**config.mk**
```make
export PLATFORM = sky130hd
export DESIGN_NAME = lp_state_ctrl
export DESIGN_NICKNAME = d
export VERILOG_FILES = /design/src/rtl/lp_pkg.sv /design/src/rtl/lp_cfg_reg.sv /design/src/rtl/lp_snoop_timer.sv /design/src/rtl/lp_next_state.sv /design/src/rtl/lp_state_ctrl.sv
export SDC_FILE = /design/constraint.sdc
export NUM_CORES = 1
export LEC_CHECK = 0
export BUFFER_PORTS_ARGS = -buffer_cell sky130_fd_sc_hd__buf_2
export CORE_MARGIN = 4
export CORE_UTILIZATION = 41
export CTS_CLUSTER_DIAMETER = 50
export DETAILED_ROUTE_END_ITERATION = 8
export PLACE_DENSITY = 0.88
export SLEW_MARGIN = 40
export SYNTH_ARGS = -nofsm -noshare
export SYNTH_HDL_FRONTEND = slang
export SYNTH_SLANG_ARGS = --single-unit
```
**constraint.sdc**
```tcl
create_clock -name clk -period 2 [get_ports clk]
set_input_delay 0.4 -clock clk [delete_from_list [all_inputs] [get_ports clk]]
set_output_delay 0.4 -clock clk [all_outputs]
set_load 0.05 [all_outputs]
```
**src/rtl/lp_pkg.sv**
```systemverilog
package lp_pkg;

  typedef enum logic [2:0] {
    PS_RUN    = 3'd0,
    PS_AHALT  = 3'd1,
    PS_SGRANT = 3'd2,
    PS_SNOOP  = 3'd3,
    PS_SLEEP  = 3'd4,
    PS_DEEP   = 3'd5
  } pstate_e;

  typedef struct packed {
    logic halt;
    logic stop_clk;
    logic sleep;
    logic snoop;
    logic binit;
    logic init;
    logic smi;
    logic nmi;
    logic intr;
    logic flush;
    logic core_rst;
    logic clk_stopped;
  } req_s;

  function automatic logic is_gated(pstate_e s);
    return (s == PS_SGRANT) || (s == PS_SLEEP) || (s == PS_DEEP);
  endfunction

endpackage

```
**src/rtl/lp_cfg_reg.sv**
```systemverilog
module lp_cfg_reg #(
  parameter int CFG_W     = 32,
  parameter int STOP_BIT  = 26
) (
  input  logic             clk,
  input  logic             rst_n,
  input  logic             we_i,
  input  logic [CFG_W-1:0] wdata_i,
  output logic             gate_en_o,
  output logic             gate_en_nxt_o
);
  logic gate_q;
  logic unused_bits;

  assign unused_bits   = ^wdata_i;
  assign gate_en_nxt_o = we_i ? wdata_i[STOP_BIT] : gate_q;
  assign gate_en_o     = gate_q;

  always_ff @(posedge clk or negedge rst_n) begin
    if (!rst_n) gate_q <= 1'b1;
    else        gate_q <= gate_en_nxt_o;
  end

  assert_gate_hold_R10: assert property (@(posedge clk) disable iff (!rst_n)
    !we_i |=> $stable(gate_q));
  assert_gate_load_R10: assert property (@(posedge clk) disable iff (!rst_n)
    we_i |=> gate_q == $past(wdata_i[STOP_BIT]));
endmodule

```
**src/rtl/lp_snoop_timer.sv**
```systemverilog
module lp_snoop_timer #(
  parameter int SNOOP_CYC = 4
) (
  input  logic clk,
  input  logic rst_n,
  input  logic active_i,
  output logic done_o
);
  localparam int CW = $clog2(SNOOP_CYC + 1);
  logic [CW-1:0] cnt_q;

  always_ff @(posedge clk or negedge rst_n) begin
    if (!rst_n)         cnt_q <= '0;
    else if (!active_i) cnt_q <= '0;
    else                cnt_q <= cnt_q + 1'b1;
  end

  assign done_o = active_i && (cnt_q == CW'(SNOOP_CYC - 1));

  assert_snoop_bound_R8: assert property (@(posedge clk) disable iff (!rst_n)
    active_i |-> cnt_q < CW'(SNOOP_CYC));
endmodule

```
**src/rtl/lp_next_state.sv**
```systemverilog
module lp_next_state
  import lp_pkg::*;
(
  input  pstate_e state_i,
  input  pstate_e origin_i,
  input  req_s    req_i,
  input  logic    snoop_done_i,
  output pstate_e nxt_o,
  output pstate_e nxt_origin_o,
  output logic    flush_svc_o,
  output logic    resume_o
);
  logic wake;
  assign wake = req_i.smi | req_i.binit | req_i.init | req_i.nmi | req_i.intr;

  always_comb begin
    nxt_o        = state_i;
    nxt_origin_o = origin_i;
    flush_svc_o  = 1'b0;
    resume_o     = 1'b0;
    if (req_i.core_rst) begin
      // stop-grant survives a core reset, but forgets an auto-halt origin
      if (state_i == PS_SGRANT) nxt_origin_o = PS_RUN;
      else                      nxt_o        = PS_RUN;
    end else begin
      unique case (state_i)
        PS_RUN: begin
          if (req_i.stop_clk) begin
            nxt_o        = PS_SGRANT;
            nxt_origin_o = PS_RUN;
          end else if (req_i.halt) begin
            nxt_o = PS_AHALT;
          end
        end
        PS_AHALT: begin
          if (wake) begin
            nxt_o = PS_RUN;
          end else if (req_i.stop_clk) begin
            nxt_o        = PS_SGRANT;
            nxt_origin_o = PS_AHALT;
          end else begin
            flush_svc_o = req_i.flush;
          end
        end
        PS_SGRANT: begin
          if (req_i.binit) begin
            if (!req_i.stop_clk) nxt_o = PS_RUN;
          end else if (!req_i.stop_clk) begin
            nxt_o    = origin_i;
            resume_o = (origin_i == PS_AHALT);
          end else if (req_i.snoop) begin
            nxt_o = PS_SNOOP;
          end else if (req_i.sleep) begin
            nxt_o = PS_SLEEP;
          end
        end
        PS_SNOOP: begin
          if (snoop_done_i) begin
            nxt_o    = PS_SGRANT;
            resume_o = 1'b1;
          end
        end
        PS_SLEEP: begin
          if (!req_i.sleep)          nxt_o = PS_SGRANT;
          else if (req_i.clk_stopped) nxt_o = PS_DEEP;
        end
        PS_DEEP: begin
          if (!req_i.clk_stopped) nxt_o = PS_SLEEP;
        end
        default: nxt_o = PS_RUN;
      endcase
    end
  end
endmodule

```
**src/rtl/lp_state_ctrl.sv**
```systemverilog
module lp_state_ctrl
  import lp_pkg::*;
#(
  parameter int CFG_W     = 32,
  parameter int STOP_BIT  = 26,
  parameter int SNOOP_CYC = 4
) (
  input  logic             clk,
  input  logic             rst_n,
  input  logic             halt_retired_i,
  input  logic             stop_clk_i,
  input  logic             sleep_req_i,
  input  logic             snoop_hit_i,
  input  logic             bus_init_i,
  input  logic             init_i,
  input  logic             smi_i,
  input  logic             nmi_i,
  input  logic             intr_i,
  input  logic             flush_req_i,
  input  logic             core_rst_i,
  input  logic             clk_stopped_i,
  input  logic             cfg_we_i,
  input  logic [CFG_W-1:0] cfg_wdata_i,
  output logic [2:0]       state_o,
  output logic             clk_en_o,
  output logic             flush_ack_o,
  output logic             resume_o
);
  req_s    req;
  pstate_e state_q, origin_q, nxt, nxt_origin;
  logic    flush_svc, resume_evt, snoop_done;
  logic    gate_en, gate_en_nxt;
  logic    clk_en_q, flush_q, resume_q;

  assign req = '{halt: halt_retired_i, stop_clk: stop_clk_i, sleep: sleep_req_i,
                 snoop: snoop_hit_i, binit: bus_init_i, init: init_i, smi: smi_i,
                 nmi: nmi_i, intr: intr_i, flush: flush_req_i, core_rst: core_rst_i,
                 clk_stopped: clk_stopped_i};

  lp_cfg_reg #(.CFG_W(CFG_W), .STOP_BIT(STOP_BIT)) u_cfg (
    .clk(clk), .rst_n(rst_n), .we_i(cfg_we_i), .wdata_i(cfg_wdata_i),
    .gate_en_o(gate_en), .gate_en_nxt_o(gate_en_nxt));

  lp_snoop_timer #(.SNOOP_CYC(SNOOP_CYC)) u_snoop (
    .clk(clk), .rst_n(rst_n), .active_i(state_q == PS_SNOOP), .done_o(snoop_done));

  lp_next_state u_nxt (
    .state_i(state_q), .origin_i(origin_q), .req_i(req), .snoop_done_i(snoop_done),
    .nxt_o(nxt), .nxt_origin_o(nxt_origin), .flush_svc_o(flush_svc),
    .resume_o(resume_evt));

  always_ff @(posedge clk or negedge rst_n) begin
    if (!rst_n) begin
      state_q  <= PS_RUN;
      origin_q <= PS_RUN;
      clk_en_q <= 1'b1;
      flush_q  <= 1'b0;
      resume_q <= 1'b0;
    end else begin
      state_q  <= nxt;
      origin_q <= nxt_origin;
      clk_en_q <= !(gate_en_nxt && is_gated(nxt));
      flush_q  <= flush_svc;
      resume_q <= resume_evt;
    end
  end

  assign state_o     = state_q;
  assign clk_en_o    = clk_en_q;
  assign flush_ack_o = flush_q;
  assign resume_o    = resume_q;

  assert_flush_in_ahalt_R4: assert property (@(posedge clk) disable iff (!rst_n)
    flush_q |-> state_q == PS_AHALT);
  assert_rst_keeps_sgrant_R7: assert property (@(posedge clk) disable iff (!rst_n)
    (core_rst_i && state_q == PS_SGRANT) |=> state_q == PS_SGRANT);
  assert_rst_to_run_R7: assert property (@(posedge clk) disable iff (!rst_n)
    (core_rst_i && state_q != PS_SGRANT) |=> state_q == PS_RUN);
  assert_deep_via_sleep_R9: assert property (@(posedge clk) disable iff (!rst_n)
    (state_q != PS_SLEEP && state_q != PS_DEEP) |=> state_q != PS_DEEP);
  assert_clk_gate_R10: assert property (@(posedge clk) disable iff (!rst_n)
    clk_en_q == !(gate_en && is_gated(state_q)));
  assert_resume_target_R11: assert property (@(posedge clk) disable iff (!rst_n)
    resume_q |-> (state_q == PS_AHALT || state_q == PS_SGRANT));
  assert_sgrant_binit_R6: assert property (@(posedge clk) disable iff (!rst_n)
    (state_q == PS_SGRANT && bus_init_i && !core_rst_i && stop_clk_i) |=> state_q == PS_SGRANT);
endmodule

```
==> results.py, run 1 <==
metrics = {
    "routing": {
        "via_count": 592,
        "drc": 0,
        "totalWireLength_um": 1600,
        "routedWlPerCell_um": 15.2,
        "first_iter_violations": 8,
        "first_pass_iters": 4,
        "ant_nets": 0,
        "vias_per_cell": 5.64,
    },
    "sta": {
        "clock_skew_ns": 0.00232,
        "finalHoldViolations": 0,
        "whs_ns": 0.353,
        "slew_headroom_pct": 69.5,
        "tns_ns": 0,
        "setup_violations": 0,
        "worst_pin_slew_ns": 0.458,
        "maxSlewViolCount": 0,
        "timing.final.crit_share_pct": 82.7,
        "rsz0062_at_grt": "false",
        "max_freq_mhz": 605,
        "layout_min_cycle_time_ns": 1.65,
    },
    "pwr": {
        "vdd_drop_max_uv": 302,
        "leakage_nw": 0.395,
        "cellPowerDensity_nw_per_um2": 729,
    },
    "placement": {
        "hpwl_um": 1260,
        "io_buffers": 21,
        "dp.cells": 100,
        "place_area_um2": 773,
        "gp_congestion": 0.849,
    },
    "yosys": {
        "synthFlopType": "dfrtp_1",
        "synthTopCellsByArea": "dfrtp_1 33%, dfstp_2 7.7%, nor2_1 3.9%",
        "syn_area_um2": 678,
        "synth_common_cells": "9 x dfrtp_1, 7 x nor2_1, 4 x inv_1, 4 x nand2_1, 3 x nand2b_1",
        "yosysUniqueCellTypes": 35,
        "yosysMostFrequentCell": "dfrtp_1",
        "synth_warnings": 0,
        "syn_inst": 66,
        "seq_area_frac_synth_pct": 41.0,
        "synth_top_area_cell": "dfrtp_1",
        "syn_nets": 115,
        "netlist.area_leader.share_pct": 33.2,
        "synth_edf_count": 0,
        "syn_area_per_cell_um2": 10.3,
        "yosys_register_bits": 11,
        "synthArstFlopShare_pct": 100,
    },
    "floorplanning": {
        "rows": 14,
        "die_h_um": 48.7,
        "dieArea_um2": 2370,
        "core-area_um2": 1540,
        "pin_count": 53,
        "start_util_pct": 44.0,
        "die_w_um": 48.7,
    },
    "clock_tree": {
        "holdBufCountCts": 1,
        "postCtsSetupBuffers": 0,
        "cts.htree.levels": 1,
        "cts_resized": 0,
        "path_clk_slew_ns": 0.07,
        "numCtsBuffers": 3,
        "clock_latency_ns": 0.27,
        "cts.sinks": 11,
        "clock_path_buffers": 2,
        "clockRootBuffer": "clkbuf_4",
        "cts_tree": "built",
    },
    "global_route": {
        "grt_pass1_vias": 610,
        "grt_overflow": 0,
        "grt_use_total_pct": 14.9,
        "grt_pass1_wl_um": 2760,
        "grt_start_max_net_pins": 17,
        "grt_antenna_before_repair": 0,
    },
    "worst_setup_path": {
        "endpoint_kind": "primary output",
        "critical_path.cell_chain": "buf_2",
        "critPathKind": "reg -> out",
        "start_kind": "register",
        "worst-path-buf-inv": 1,
        "crit_family": "flip-flops",
        "cp.required_ns": 1.60,
        "cpPeakStageDelay_ns": 0.63,
        "arrival_ns": 1.25,
        "worstPathMaxFanout": 16,
        "crit_slowest_cell": "dfrtp_1",
    },
    "layout": {
        "utilization_pct": 52.5,
        "drive_above_1_share_pct": 41.6,
        "multi_input_area_um2": 355,
        "final_area_um2": 810,
        "nets": 139,
        "seq_area_um2": 278,
        "fin_cells": 105,
        "area_growth_pct": 19.4,
        "num_antenna_cells": 0,
        "fillCellCount": 150,
    },
    "run_status": {
        "status": "complete, no violations",
    },
    "hold_path": {
        "min_path_type": "in -> reg",
    },
    "flow_run": {
        "maxCapViolations": 0,
    },
}
flip-flops by register name, indices dropped and copies added, names as in the netlist:
register / cells
u_snoop.cnt_q: 3
resume_o: 1
state_o: 3
origin_q: 1
flush_ack_o: 1
u_cfg.gate_en_o: 1
clk_en_o: 1
worst reg2reg max path, stage by stage, from the launching register on:
cell	delay (ns)
dfrtp_1	0.55
or2_1	0.33
a221oi_1	0.25
a2111o_1	0.16
nand3_2	0.09
a31oi_2	0.13
path summary, 6_finish.rpt:
check | start | to | slack [ns] | depth (start not counted)
worst max-delay path | state_o[0]$_DFF_PN0_ | state_o[0] | 0.35 | 1
worst min-delay path | flush_req_i | flush_ack_o$_DFF_PN0_ | 0.35 | 3
worst max register to register | state_o[0]$_DFF_PN0_ | clk_en_o$_DFF_PN1_ | 0.42 | 5
worst min register to register | u_snoop.cnt_q[0]$_DFF_PN0_ | u_snoop.cnt_q[0]$_DFF_PN0_ | 0.50 | 1
max in group asynchronous | rst_n | u_cfg.gate_en_o$_DFF_PN1_ | 1.22 | 2
min in group asynchronous | rst_n | state_o[2]$_DFF_PN0_ | 0.52 | 2
power breakdown:
part | internal (mW) | total [mW] | switching (mW) | leakage [nW]
clock network | 0.0773 | 0.155 | 0.0775 | 0.0150
registers | 0.240 | 0.271 | 0.0311 | 0.145
logic | 0.0617 | 0.164 | 0.103 | 0.235
total | 0.379 | 0.590 | 0.211 | 0.395
cells in the final DEF (no fill, tap or decap), types with 2 or more instances in the layout:
cell type and count:
ha_1 2, clkbuf_4 3, nand2_1 4, dfstp_2 2
or3_1 2, o21ai_0 2, mux2i_1 2, nand2b_1 3
buf_2 21, a21oi_2 2, inv_1 4, dfrtp_1 9
nand3_1 2, nor2_1 7, nor3_1 2
logic make-up (layout without fill, tap and decap cells):
group                      after synthesis  in the layout  synth area share (%)
and+or+nand+nor                         29             29                  25.8
AOI/OAI and AO/OA                       14             14                  18.3
DFF                                     11             11                  41.0
buffers and inverters                    7             30                  6.64
muxes                                    3              3                  4.61
adders and majority gates                2              2                  3.69
through the flow:
stage	setup WS [ns]	power, mW
after global placement	0.483	0.431
final	0.346	0.590
after detailed placement	0.424	0.440
after floorplan	0.411	0.398
after global routing	0.282	0.625
after CTS	0.343	0.597
layout make-up:
class / instances / share of cell area, %
multi-input combinational: 48 / 43.9
timing repair buffer: 22 / 14.2
sequential: 11 / 34.3
clock buffer: 4 / 3.25
tap: 16 / 2.47
inverter: 4 / 1.85
per-layer routing:
layer	track usage, %	up-vias	part of all wire, %
li1	-	282	-
met1	17.4	271	38
met2	22.4	31	49
met3	4.29	8	7.6
met4	12.1	0	5.4
met5	0	-	0
No activity file was read; power rests on OpenSTA's default activity.
==> inputs of run 2 (changes only) <==
- CORE_ASPECT_RATIO: not set -> 0.75
- CORE_UTILIZATION: 41 -> 34
- PLACE_DENSITY: 0.88 -> 0.78
- clock period: 2 -> 1.4 ns (I/O delays scaled with it)
==> results.py, run 2 (synthesis gave the netlist of run 1 again) <==
metrics = {
    "run_status": {
        "status": "finished with violations",
        "violations": "setup timing",
    },
    "flow_run": {
        "maxCapViolations": 0,
    },
    "worst_setup_path": {
        "cp.required_ns": 1.59,
        "start_kind": "register",
        "arrival_ns": 1.59,
        "crit_slowest_cell": "dfrtp_1",
        "critical_path.cell_chain": "ha_2 -> ha_4 -> nand2b_4 -> o31a_1 -> o22ai_2 -> o21ai_2 -> a31oi_2",
        "r2r_cells": 7,
        "worst-r2r-setup-slack_ns": -0.00001,
        "endpoint_kind": "register",
        "timing.rr.end": "clk_en_o$_DFF_PN1_",
        "reg2reg_from": "u_snoop.cnt_q[0]$_DFF_PN0_",
        "critPathKind": "reg -> reg",
        "cpPeakStageDelay_ns": 0.39,
        "worstPathMaxFanout": 2,
    },
    "routing": {
        "totalWireLength_um": 1500,
        "first_iter_violations": 12,
        "first_pass_iters": 3,
        "drc": 0,
        "vias_per_cell": 5.02,
        "routedWlPerCell_um": 13.1,
        "via_count": 577,
        "ant_nets": 0,
    },
    "clock_tree": {
        "cts_tree": "built",
        "cts.sinks": 11,
        "clockRootBuffer": "clkbuf_4",
        "clock_latency_ns": 0.26,
        "clock_path_buffers": 2,
        "numCtsBuffers": 3,
        "cts.htree.levels": 1,
        "path_clk_slew_ns": 0.07,
    },
    "sta": {
        "timing.final.crit_share_pct": 100,
        "tns_ns": -0.0000113,
        "clock_skew_ns": 0.00541,
        "finalHoldViolations": 0,
        "setup_ws_ns": -0.0000113,
        "max_freq_mhz": 714,
        "maxSlewViolCount": 0,
        "slew_headroom_pct": 79.8,
        "layout_min_cycle_time_ns": 1.40,
        "setup_violations": 1,
        "rsz0062_at_grt": "true",
        "worst_pin_slew_ns": 0.300,
    },
    "floorplanning": {
        "pin_count": 53,
        "start_util_pct": 37.6,
        "rows": 13,
        "die_h_um": 46.7,
        "dieArea_um2": 2780,
        "die_w_um": 59.6,
        "core-area_um2": 1810,
    },
    "hold_path": {
        "hold_end": "flush_ack_o$_DFF_PN0_",
        "holdPathStages": 3,
        "worstHoldStart": "flush_req_i",
        "min_path_type": "in -> reg",
    },
    "global_route": {
        "grt_overflow": 0,
        "grt_start_max_net_pins": 12,
        "grt_pass1_wl_um": 2480,
        "grt_use_total_pct": 12.4,
        "grt_antenna_before_repair": 0,
        "grt_pass1_vias": 559,
    },
    "pwr": {
        "switching_share_pct": 34.3,
        "p_total_mw": 0.877,
        "combPwrFrac_pct": 32.6,
        "cellPowerDensity_nw_per_um2": 981,
        "vdd_drop_max_uv": 613,
        "p_sw_mw": 0.301,
        "leakage_nw": 0.414,
        "p_int_mw": 0.576,
        "clkPwrFrac_pct": 23.9,
        "p_seq_share_pct": 43.4,
    },
    "layout": {
        "drive_above_1_share_pct": 52.7,
        "nets": 143,
        "final_cell_mix": "19 x buf_2, 7 x nor2_1, 6 x dfrtp_1",
        "num_antenna_cells": 0,
        "area_growth_pct": 31.7,
        "fin_cells": 115,
        "final_area_um2": 893,
        "layout_commonest_cell": "buf_2",
    },
    "placement": {
        "dp_slack_ns": -0.0355,
        "dp.cells": 108,
        "hpwl_um": 1170,
        "io_buffers": 21,
        "gp_congestion": 0.832,
        "place_area_um2": 811,
    },
}
==> run 2: cell count changes in the layout (fill, tap and decap cells not counted), moves of 2 or more <==
| cell | before | now |
|---|---|---|
| buf_2 | 21 | 19 |
| buf_4 | 0 | 4 |
| dfrtp_1 | 9 | 6 |
| dfrtp_2 | 0 | 3 |
| ha_1 | 2 | 0 |
==> run 2: worst max path at each step <==
stage,from,to,depth (start not counted)
after floorplan,state_o[2]$_DFF_PN0_,clk_en_o$_DFF_PN1_,5
after global placement,u_snoop.cnt_q[0]$_DFF_PN0_,clk_en_o$_DFF_PN1_,7
after detailed placement,u_snoop.cnt_q[0]$_DFF_PN0_,clk_en_o$_DFF_PN1_,7
after CTS,u_snoop.cnt_q[0]$_DFF_PN0_,clk_en_o$_DFF_PN1_,7
after global routing,u_snoop.cnt_q[0]$_DFF_PN0_,clk_en_o$_DFF_PN1_,7
final,u_snoop.cnt_q[0]$_DFF_PN0_,clk_en_o$_DFF_PN1_,7
==> run 2: metrics by stage <==
stage / hold WS, ns / util (%)
2_1_floorplan: -0.0156 / -
3_3_place_gp: 0.151 / 44.9
3_5_place_dp: 0.169 / 44.9
4_1_cts: 0.220 / 47.1
5_1_grt: 0.225 / 49.5
6_report: 0.231 / 49.5
==> run 2: area by class of cell <==
cell class	count	area, um2
clock buffers	4	26.3
fillers	179	912
inverters	4	15.0
multi-input cells	48	389
flip-flops and latches	11	282
well taps	22	27.5
repair buffers	26	154
==> run 2: worst max-delay path: cells and delay by family, from the launching register on <==
family          cells  cell delay [ns]
compound gates      4             0.48
fa+ha+maj           2             0.35
flops               1             0.39
simple gates        1             0.12
==> run 2: power groups by stage <==
| stage | clock, mW | sequential, mW | combinational [mW] |
|---|---|---|---|
| 4_1_cts | 0.226 | 0.387 | 0.255 |
| 3_5_place_dp | 0 | 0.393 | 0.251 |
| 3_3_place_gp | 0 | 0.391 | 0.245 |
| 5_1_grt | 0.243 | 0.384 | 0.309 |
| 2_1_floorplan | 0 | 0.421 | 0.157 |
| 6_report | 0.210 | 0.381 | 0.286 |
==> run 2: metal layers <==
metal / track usage [%] / up-vias / wire [um]
met5: 0 / - / 0
met4: 1.33 / 0 / 0
met3: 5.88 / 0 / 98
met2: 19.4 / 11 / 697
met1: 16.0 / 273 / 708
li1: - / 293 / -
==> run 2: what timing repair did <==
action	4_1_cts	5_1_grt
pin swaps	2	4
buffers inserted	0	2
endpoints found under the setup margin	2	3
hold buffers	1	0
gates resized for setup	1	6
endpoints found under the hold margin	9	0
==> inputs of run 3 (changes only) <==
--- a/config.mk
+++ b/config.mk
@@ -10,6 +10,7 @@
 export CORE_MARGIN = 4
-export CORE_UTILIZATION = 34
+export CORE_UTILIZATION = 36
+export CTS_BUF_LIST = sky130_fd_sc_hd__clkbuf_4 sky130_fd_sc_hd__clkbuf_8
 export CTS_CLUSTER_DIAMETER = 50
 export DETAILED_ROUTE_END_ITERATION = 8
-export PLACE_DENSITY = 0.78
+export PLACE_DENSITY = 0.82
 export SLEW_MARGIN = 40
==> constraint.sdc (replaced) <==
create_clock -name clk -period 1.2 [get_ports clk]
set_input_delay 0.12 -clock clk [delete_from_list [all_inputs] [get_ports clk]]
set_output_delay 0.12 -clock clk [all_outputs]
set_load 0.05 [all_outputs]
==> results.py, run 3 (synthesis gave the netlist of run 1 again) <==
metrics = {
    "run_status": {
        "status": "finished with violations",
        "violations": "setup timing",
    },
    "floorplanning": {
        "die_h_um": 45.6,
        "start_util_pct": 38.6,
        "die_w_um": 58.1,
        "rows": 13,
        "core-area_um2": 1760,
        "pin_count": 53,
        "dieArea_um2": 2650,
    },
    "pwr": {
        "p_seq_share_pct": 37.8,
        "p_sw_mw": 0.384,
        "clkPwrFrac_pct": 24.3,
        "combPwrFrac_pct": 37.9,
        "vdd_drop_max_uv": 681,
        "p_total_mw": 1.14,
        "cellPowerDensity_nw_per_um2": 1160,
        "switching_share_pct": 33.6,
        "p_int_mw": 0.758,
        "leakage_nw": 0.471,
    },
    "layout": {
        "seq_area_um2": 282,
        "fillCellCount": 158,
        "drive_above_1_share_pct": 61.2,
        "multi_input_area_um2": 402,
        "layout_commonest_cell": "buf_2",
        "final_cell_mix": "19 x buf_2, 13 x buf_4, 7 x nor2_1",
        "fin_cells": 125,
        "num_antenna_cells": 0,
        "nets": 153,
        "final_area_um2": 986,
        "area_growth_pct": 45.4,
    },
    "placement": {
        "io_buffers": 21,
        "hpwl_um": 1240,
        "gp_congestion": 0.919,
        "dp_slack_ns": -0.216,
        "place_area_um2": 856,
        "dp.cells": 114,
    },
    "routing": {
        "dr_wl_met2_um": 870,
        "routedWlPerCell_um": 14.2,
        "via_count": 650,
        "routed.top_layer": "met4",
        "vias_per_cell": 5.20,
        "first_iter_violations": 39,
        "ant_nets": 0,
        "first_pass_iters": 4,
        "wl_met1_um": 754,
        "met3WireLength_um": 144,
        "drc": 0,
        "totalWireLength_um": 1780,
    },
    "worst_setup_path": {
        "worst-path-buf-inv": 0,
        "r2r_cells": 7,
        "cp.required_ns": 1.40,
        "critical_path.cell_chain": "ha_2 -> ha_4 -> nand2b_4 -> o31a_1 -> o22ai_2 -> o21ai_2 -> a31oi_2",
        "reg2reg_from": "u_snoop.cnt_q[0]$_DFF_PN0_",
        "cpPeakStageDelay_ns": 0.38,
        "critPathKind": "reg -> reg",
        "crit_slowest_cell": "dfrtp_1",
        "start_kind": "register",
        "startpoint": "u_snoop.cnt_q[0]$_DFF_PN0_",
        "worst-r2r-setup-slack_ns": -0.15,
        "timing.rr.end": "clk_en_o$_DFF_PN1_",
        "crit_cells": 7,
        "crit_path_end": "clk_en_o$_DFF_PN1_",
        "crit_family": "compound AO/OA/AOI/OAI gates",
        "endpoint_kind": "register",
        "arrival_ns": 1.55,
        "worstPathMaxFanout": 2,
    },
    "clock_tree": {
        "cts_tree": "built",
        "clock_path_buffers": 2,
        "clockRootBuffer": "clkbuf_4",
        "path_clk_slew_ns": 0.07,
        "cts.htree.levels": 1,
        "numCtsBuffers": 3,
        "cts.sinks": 11,
        "clock_latency_ns": 0.27,
    },
    "global_route": {
        "grt_antenna_before_repair": 0,
        "grt_pass1_vias": 649,
        "grt_overflow": 0,
        "grt_pass1_wl_um": 2860,
        "grt_use_total_pct": 15.2,
        "grt_start_max_net_pins": 12,
    },
    "sta": {
        "max_freq_mhz": 742,
        "setup_violations": 3,
        "whs_ns": 0.0665,
        "timing.final.crit_share_pct": 112,
        "clock_skew_ns": 0.00275,
        "rsz0062_at_grt": "true",
        "setup_ws_ns": -0.147,
        "slew_headroom_pct": 72.7,
        "finalHoldViolations": 0,
        "maxSlewViolCount": 0,
        "layout_min_cycle_time_ns": 1.35,
        "worst_pin_slew_ns": 0.407,
    },
    "flow_run": {
        "maxCapViolations": 0,
    },
    "hold_path": {
        "min_path_type": "in -> reg",
    },
}
==> run 3: cell count changes in the layout (fill, tap and decap cells not counted) <==
| cell | previous run | this run |
|---|---|---|
| nand3_1 | 2 | 1 |
| or2_4 | 0 | 1 |
| buf_4 | 4 | 13 |
| clkbuf_1 | 1 | 0 |
| or2_1 | 1 | 0 |
| o21ai_1 | 0 | 1 |
| nor3_1 | 2 | 1 |
| buf_6 | 1 | 2 |
| o21ai_0 | 2 | 1 |
| nand3_2 | 1 | 2 |
| nor3_2 | 0 | 1 |
| clkbuf_2 | 0 | 1 |
==> run 3: repair_timing <==
action                                 in CTS  in global routing
endpoints found under the hold margin      11                  0
pin swaps                                   5                  2
setup buffers                               4                  2
gates cloned                                0                  0
hold buffers                                1                  0
resized for setup                           7                  5
setup endpoints to repair                   6                  9
==> run 3: stage by stage <==
step	setup TNS (ns)	util, %
2_1_floorplan	-0.555	-
3_3_place_gp	-0.296	48.7
3_5_place_dp	-0.387	48.7
4_1_cts	-0.247	54.2
5_1_grt	-0.491	56.1
6_report	-0.241	56.1
==> run 3: layout make-up <==
cell class                      instances  area share, %
Multi-Input combinational cell         48           40.7
Sequential cell                        11           28.6
Timing Repair Buffer                   36           23.4
Clock buffer                            4           3.05
Tap cell                               22           2.79
Inverter                                4           1.52
==> run 3: power by group through the flow <==
stage	registers [mW]	clock network, mW	logic (mW)
5_1_grt	0.434	0.299	0.465
3_5_place_dp	0.452	0	0.342
3_3_place_gp	0.451	0	0.335
4_1_cts	0.433	0.285	0.398
6_report	0.432	0.278	0.433
2_1_floorplan	0.492	0	0.184
==> run 3: how the worst min path moves through the flow <==
stage | start | to | slack (ns) | cells past startpoint
5_1_grt | flush_req_i | flush_ack_o$_DFF_PN0_ | 0.09 | 3
3_5_place_dp | rst_n | flush_ack_o$_DFF_PN0_ | -0.004 | 1
4_1_cts | flush_req_i | flush_ack_o$_DFF_PN0_ | 0.06 | 3
2_1_floorplan | rst_n | flush_ack_o$_DFF_PN0_ | -0.18 | 0
6_report | flush_req_i | flush_ack_o$_DFF_PN0_ | 0.07 | 3
3_3_place_gp | rst_n | flush_ack_o$_DFF_PN0_ | -0.008 | 1
==> run 3: routing by layer <==
layer / global-route usage (%) / vias up
met5: 0 / -
met4: 6.02 / 0
met1: 17.5 / 314
li1: - / 312
met2: 25.5 / 22
met3: 6.23 / 2
==> run 3: tightest hold or removal path: stages <==
cell     delay, ns
buf_2         0.10
nand2_1       0.05
nor3_1        0.04
